### src/rtl/baud_pkg.sv
// Shared constants and the configuration register layout for the baud clock generator.
package baud_pkg;
    parameter int CFG_W   = 8;
    parameter int SEL_W   = 4;
    parameter int RATIO_W = CFG_W - SEL_W;
    // Source code that routes the external pin instead of the prescaler
    parameter logic [SEL_W-1:0] EXT_CODE = '1;

    // Register layout: ratio offset in the high nibble, source code in the low nibble
    typedef struct packed {
        logic [RATIO_W-1:0] ratio;
        logic [SEL_W-1:0]   src;
    } cfg_t;
endpackage

### src/rtl/bcg_prescaler.sv
// Power-of-two prescaler. A free-running counter is cleared by clr. en_o is high
// one cycle in every 2^sel_i cycles (every cycle when sel_i is 0).
// Assumes PRE_W is at least the largest internal source code.
module bcg_prescaler #(
    parameter int PRE_W = 14,
    parameter int SEL_W = 4
) (
    input  logic             clk,
    input  logic             rst_n,
    input  logic             clr,
    input  logic [SEL_W-1:0] sel_i,
    output logic             en_o
);
    logic [PRE_W-1:0] pre_q;
    logic [PRE_W-1:0] mask;

    // Free-running count, restarted by reset or by a register write
    always_ff @(posedge clk) begin
        if (!rst_n || clr) pre_q <= '0;
        else               pre_q <= pre_q + 1'b1;
    end

    // Build the mask of the low sel_i bits that must all be ones
    for (genvar i = 0; i < PRE_W; i++) begin : g_mask
        assign mask[i] = (32'(sel_i) > i);
    end

    // Enable when every masked bit of the count is one
    always_comb en_o = &(pre_q | ~mask);
endmodule

### src/rtl/bcg_edge_det.sv
// Synchronizes the external clock pin with two flops, then flags its rising and
// falling edges as one-cycle pulses. Assumes the pin runs at no more than a
// quarter of clk.
module bcg_edge_det (
    input  logic clk,
    input  logic rst_n,
    input  logic pin_i,
    output logic rise_o,
    output logic fall_o
);
    logic [2:0] sh_q;

    // Two synchronizer stages plus one history stage for edge compare
    always_ff @(posedge clk) begin
        if (!rst_n) sh_q <= '0;
        else        sh_q <= {sh_q[1:0], pin_i};
    end

    // Edge pulses from the synchronized level and its previous value
    always_comb begin
        rise_o = sh_q[1] & ~sh_q[2];
        fall_o = ~sh_q[1] & sh_q[2];
    end
endmodule

### src/rtl/bcg_divider.sv
// Divides the source enable by BASE + ratio_i with a counter, then halves it with
// a toggle flop to give a square wave. tick_o marks the first high cycle.
// Assumes BASE + max ratio fits in CNT_W bits.
module bcg_divider #(
    parameter int CNT_W   = 5,
    parameter int RATIO_W = 4,
    parameter int BASE    = 16
) (
    input  logic               clk,
    input  logic               rst_n,
    input  logic               clr,
    input  logic               en_i,
    input  logic [RATIO_W-1:0] ratio_i,
    output logic [CNT_W-1:0]   cnt_o,
    output logic               clk_o,
    output logic               tick_o
);
    localparam logic [CNT_W-1:0] BASE_M1 = CNT_W'(BASE - 1);

    logic [CNT_W-1:0] cnt_q;
    logic [CNT_W-1:0] term;
    logic             wrap;
    logic             tog_q;
    logic             tick_q;

    // Terminal count and wrap condition for this ratio
    always_comb begin
        term = BASE_M1 + CNT_W'(ratio_i);
        wrap = en_i && (cnt_q == term);
    end

    // Source counter, restarted by reset or by a register write
    always_ff @(posedge clk) begin
        if (!rst_n || clr) cnt_q <= '0;
        else if (wrap)     cnt_q <= '0;
        else if (en_i)     cnt_q <= cnt_q + 1'b1;
    end

    // Divide-by-two toggle driven by the counter wrap
    always_ff @(posedge clk) begin
        if (!rst_n || clr) tog_q <= 1'b0;
        else if (wrap)     tog_q <= ~tog_q;
    end

    // Rising-transition marker, aligned with the first high cycle
    always_ff @(posedge clk) begin
        if (!rst_n || clr) tick_q <= 1'b0;
        else               tick_q <= wrap && !tog_q;
    end

    assign cnt_o  = cnt_q;
    assign clk_o  = tog_q;
    assign tick_o = tick_q;
endmodule

### src/rtl/baud_clk_gen.sv
// Programmable baud clock generator top. Holds the configuration register,
// selects the internal prescaled or external pin source, and feeds the divider.
// A register write clears the prescaler and divider chain at the write edge.
module baud_clk_gen
    import baud_pkg::*;
#(
    parameter int PRE_W = 14,
    parameter int CNT_W = 5,
    parameter int BASE  = 16
) (
    input  logic             clk,
    input  logic             rst_n,
    input  logic             cfg_we,
    input  logic [CFG_W-1:0] cfg_wdata,
    output logic [CFG_W-1:0] cfg_rdata,
    input  logic             async_mode,
    input  logic             ext_clk_in,
    output logic             out_clk,
    output logic             out_tick
);
    cfg_t             cfg_q;
    logic             int_en;
    logic             ext_rise;
    logic             ext_fall;
    logic             ext_en;
    logic             src_en;
    logic [CNT_W-1:0] cnt_mon;

    // Configuration register, cleared by reset
    always_ff @(posedge clk) begin
        if (!rst_n)      cfg_q <= '0;
        else if (cfg_we) cfg_q <= cfg_t'(cfg_wdata);
    end

    bcg_prescaler #(.PRE_W(PRE_W), .SEL_W(SEL_W)) u_pre (
        .clk   (clk),
        .rst_n (rst_n),
        .clr   (cfg_we),
        .sel_i (cfg_q.src),
        .en_o  (int_en)
    );

    bcg_edge_det u_edge (
        .clk    (clk),
        .rst_n  (rst_n),
        .pin_i  (ext_clk_in),
        .rise_o (ext_rise),
        .fall_o (ext_fall)
    );

    // Source mux: external edges (both in async mode) or the prescaler enable
    always_comb begin
        ext_en = ext_rise | (async_mode & ext_fall);
        src_en = (cfg_q.src == EXT_CODE) ? ext_en : int_en;
    end

    bcg_divider #(.CNT_W(CNT_W), .RATIO_W(RATIO_W), .BASE(BASE)) u_div (
        .clk     (clk),
        .rst_n   (rst_n),
        .clr     (cfg_we),
        .en_i    (src_en),
        .ratio_i (cfg_q.ratio),
        .cnt_o   (cnt_mon),
        .clk_o   (out_clk),
        .tick_o  (out_tick)
    );

    assign cfg_rdata = cfg_q;
endmodule

### config.mk
export PLATFORM = sky130hd
export DESIGN_NAME = baud_clk_gen
export DESIGN_NICKNAME = d
export VERILOG_FILES = /design/src/rtl/baud_pkg.sv /design/src/rtl/bcg_prescaler.sv /design/src/rtl/bcg_edge_det.sv /design/src/rtl/bcg_divider.sv /design/src/rtl/baud_clk_gen.sv
export SDC_FILE = /design/constraint.sdc
export NUM_CORES = 1
export LEC_CHECK = 0
export BUFFER_PORTS_ARGS = -buffer_cell sky130_fd_sc_hd__buf_2
export CORE_MARGIN = 2
export CORE_UTILIZATION = 61
export CTS_BUF_LIST = sky130_fd_sc_hd__clkbuf_8
export CTS_CLUSTER_DIAMETER = 30
export DETAILED_ROUTE_END_ITERATION = 10
export MAX_ROUTING_LAYER = met4
export PLACE_DENSITY = 0.95
export REMOVE_ABC_BUFFERS = 1
export SLEW_MARGIN = 30
export SYNTH_ARGS = -nofsm -noshare
export SYNTH_HDL_FRONTEND = slang
export SYNTH_HIERARCHICAL = 1
export SYNTH_SLANG_ARGS = --single-unit
### constraint.sdc
create_clock -name clk -period 6.98 [get_ports clk]
set_input_delay 0.698 -clock clk [delete_from_list [all_inputs] [get_ports clk]]
set_output_delay 0.698 -clock clk [all_outputs]
set_load 0.02 [all_outputs]
==> flow_metrics.tcl <==
set metrics [dict create \
    dpl_cell_area_mm2 0.001643 \
    grt_pass1_wl_um 4774 \
    area_delta_synth_final_pct 13.87 \
    cts_tree "built" \
    cts_setup_buffers 0 \
    cp.required_ps 7160 \
    async_flop_share_pct 0 \
    finalSetupTns_ps 0 \
    drt_iter0_markers 24 \
    drt_wl_total_um 2998 \
    final_area_mm2 0.001735 \
    hold_violations 0 \
    insertion_delay_ps 290 \
    dr_total_vias 1235 \
    grt_setup_unrepaired "no" \
    antenna_cells 0 \
    syn_inst 166 \
    synth_top_flop_cell "dfxtp_1" \
    setup_viol 0 \
    post-place-ws_ps 4059 \
    ys_seq_area_share_pct 42.04 \
    cts_inserted_buffers 5 \
    synth_edf_count 0 \
    netlist_area_mm2 0.001524 \
    die_h_um 53.98 \
    max_freq_mhz 337.0 \
    overflow 0 \
    hold_class "reg2reg" \
    die_area_mm2 0.002914 \
    num_rows 18 \
    grt_pass1_vias 1082 \
    h-tree-depth 2 \
    drv_cap 0 \
    cts_num_sinks 32 \
    root_buffer "clkbuf_8" \
    clkTransAtPathRegs_ps 70 \
    slew_violations 0 \
    end_kind "flip-flop" \
    synth_warnings 6 \
    fin_crit_sh_pct 42.51 \
    worst_pin_slew_ps 527.0 \
    critPathKind "reg2reg" \
    synth_cell_type_count 35 \
    arrival_ps 3150 \
    clock_path_buffers 2 \
    die_x_um 53.98 \
    cts_hold_buf 0 \
    fin_crit_ps 2967 \
    fillers 160 \
    ant_nets 0 \
    power_density_mw_per_mm2 215.1 \
    ir_worst_vdd_v 0.0002067 \
    skew_ps 7.289 \
    drive_above_1_share_pct 19.27 \
    coreArea_mm2 0.002432 \
    start_kind "flip-flop" \
    cellLeakagePower_nw 0.6946 \
    grt_max_degree 15 \
    avgRoutedWirePerCell_um 13.50 \
    relSlewSlack_pct 63.86 \
    avgSynthCellArea_um2 9.180 \
    via_per_inst 5.563 \
    pin_count 23 \
    dr.pass1.iters 4 \
    crit_fanout 7 \
    gp_congestion 0.9315 \
    status "completed" \
    port_buffers 22 \
    dp_hpwl_um 2206 \
    start_util_pct 62.65 \
    grt.total_usage_pct 24.12 \
    fin_nets 207 \
    layout_setup_ws_ps 4013 \
    drc 0 \
    synth-seq-cells 32 \
    cts_resized 0 \
    antenna_found_initial 0 \
]
layout by cell type (no fill, tap or decap), drive strengths merged:
cell	instances
a32oi	1
nor2	14
and2b	1
nor4b	1
xnor2	8
mux2	1
nand2	6
a211oi	2
inv	10
buf	22
clkinv	2
clkbuf	6
nand4	7
ha	3
nand2b	4
a21oi	7
xor2	9
o2bb2ai	2
nor2b	10
and2	4
nor3	6
and3b	1
o211ai	2
nand4b	1
o21ai	9
or2	1
a21boi	1
nand3	5
mux2i	10
or3	4
dfxtp	32
flip-flops by register name, summed over array words and instances (netlist names):
| name | count |
|---|---|
| u_pre/pre_q | 14 |
| u_div/clk_o | 1 |
| cfg_rdata | 8 |
| u_div/tick_o | 1 |
| u_div/cnt_o | 5 |
| u_edge/sh_q | 3 |
logic make-up after synthesis:
group                    count (synthesis)  synth area share, %
adder cells (fa/ha/maj)                  3                2.463
buffers and inverters                   14                4.352
flip-flops                              32                42.04
AO/OA/AOI/OAI                           24                9.770
multiplexers                            11                7.553
XOR/XNOR                                17                9.771
AND/OR/NAND/NOR                         65                24.06
cells in the mapped netlist (2+ instances only):
library cell | number | area (µm²)
a21oi_1 | 7 | 35.03
nand2_1 | 6 | 22.52
or3_1 | 3 | 18.77
nor2b_1 | 10 | 62.56
nand3_1 | 4 | 20.02
nand2b_1 | 4 | 25.02
nand4_1 | 7 | 43.79
ha_1 | 3 | 37.54
o21ai_0 | 9 | 45.04
mux2i_1 | 10 | 100.1
o211ai_1 | 2 | 15.01
xnor2_1 | 8 | 70.07
xor2_1 | 9 | 78.83
inv_1 | 10 | 37.54
o2bb2ai_1 | 2 | 17.52
nor2_1 | 14 | 52.55
nor3_1 | 6 | 30.03
and2_1 | 3 | 18.77
clkbuf_1 | 2 | 7.510
dfxtp_1 | 32 | 640.6
metrics by stage:
step / utilization, % / instances / total power, mW / hold slack, ps
global route: 71.35 / 222 / 0.3869 / 444.9
CTS: 71.35 / 222 / 0.3754 / 444.0
global placement: 67.54 / 214 / 0.2297 / 410.3
detailed placement: 67.54 / 214 / 0.2322 / 428.0
floorplan: - / 162 / 0.2192 / 405.7
finish: 71.35 / 222 / 0.3734 / 434.8
cell type report:
cell class	count	area [µm²]	share of cell area, %
inverter	10	37.54	2.163
tap	30	37.54	2.163
sequential	32	640.6	36.91
multi-input combinational	120	817.0	47.08
clock buffer	6	82.58	4.758
timing repair buffer	22	110.1	6.345
clock inverter	2	10.01	0.5768
metal layers:
| layer | up-vias | share of wire, % | global-route usage [%] |
|---|---|---|---|
| met5 | - | 0 | - |
| met4 | 0 | 2.4 | 15.83 |
| met3 | 7 | 4.8 | 5.833 |
| met2 | 33 | 49 | 35.37 |
| met1 | 576 | 44 | 29.36 |
| li1 | 619 | - | - |
worst max-delay path: stages, from the launching register on:
cell and delay, ps:
dfxtp_1 410, nand4_1 230, nor2_1 280, o211ai_1 140
o2bb2ai_1 150, a211oi_1 180, inv_1 60, mux2i_1 440
nand3_1 170, a211oi_2 470, mux2_4 340
path summary, 6_finish.rpt:
check | slack (ps) | start | endpoint | depth (start not counted)
worst max-delay path | 4010 | u_pre/pre_q[2]$_SDFF_PP0_ | u_div/clk_o$_SDFFE_PP0P_ | 10
worst min-delay path | 430 | u_edge/sh_q[0]$_SDFF_PN0_ | u_edge/sh_q[1]$_SDFF_PN0_ | 1
worst max register to register | 4010 | u_pre/pre_q[2]$_SDFF_PP0_ | u_div/clk_o$_SDFFE_PP0P_ | 10
worst min register to register | 430 | u_edge/sh_q[0]$_SDFF_PN0_ | u_edge/sh_q[1]$_SDFF_PN0_ | 1
where the power goes:
group / switching, mW / leakage, nW / internal [mW]
clock network: 0.0665 / 0.0510 / 0.0785
logic: 0.0187 / 0.383 / 0.0157
registers: 0.00671 / 0.260 / 0.187
total: 0.0919 / 0.695 / 0.281
No activity file was read; power rests on OpenSTA's default activity.
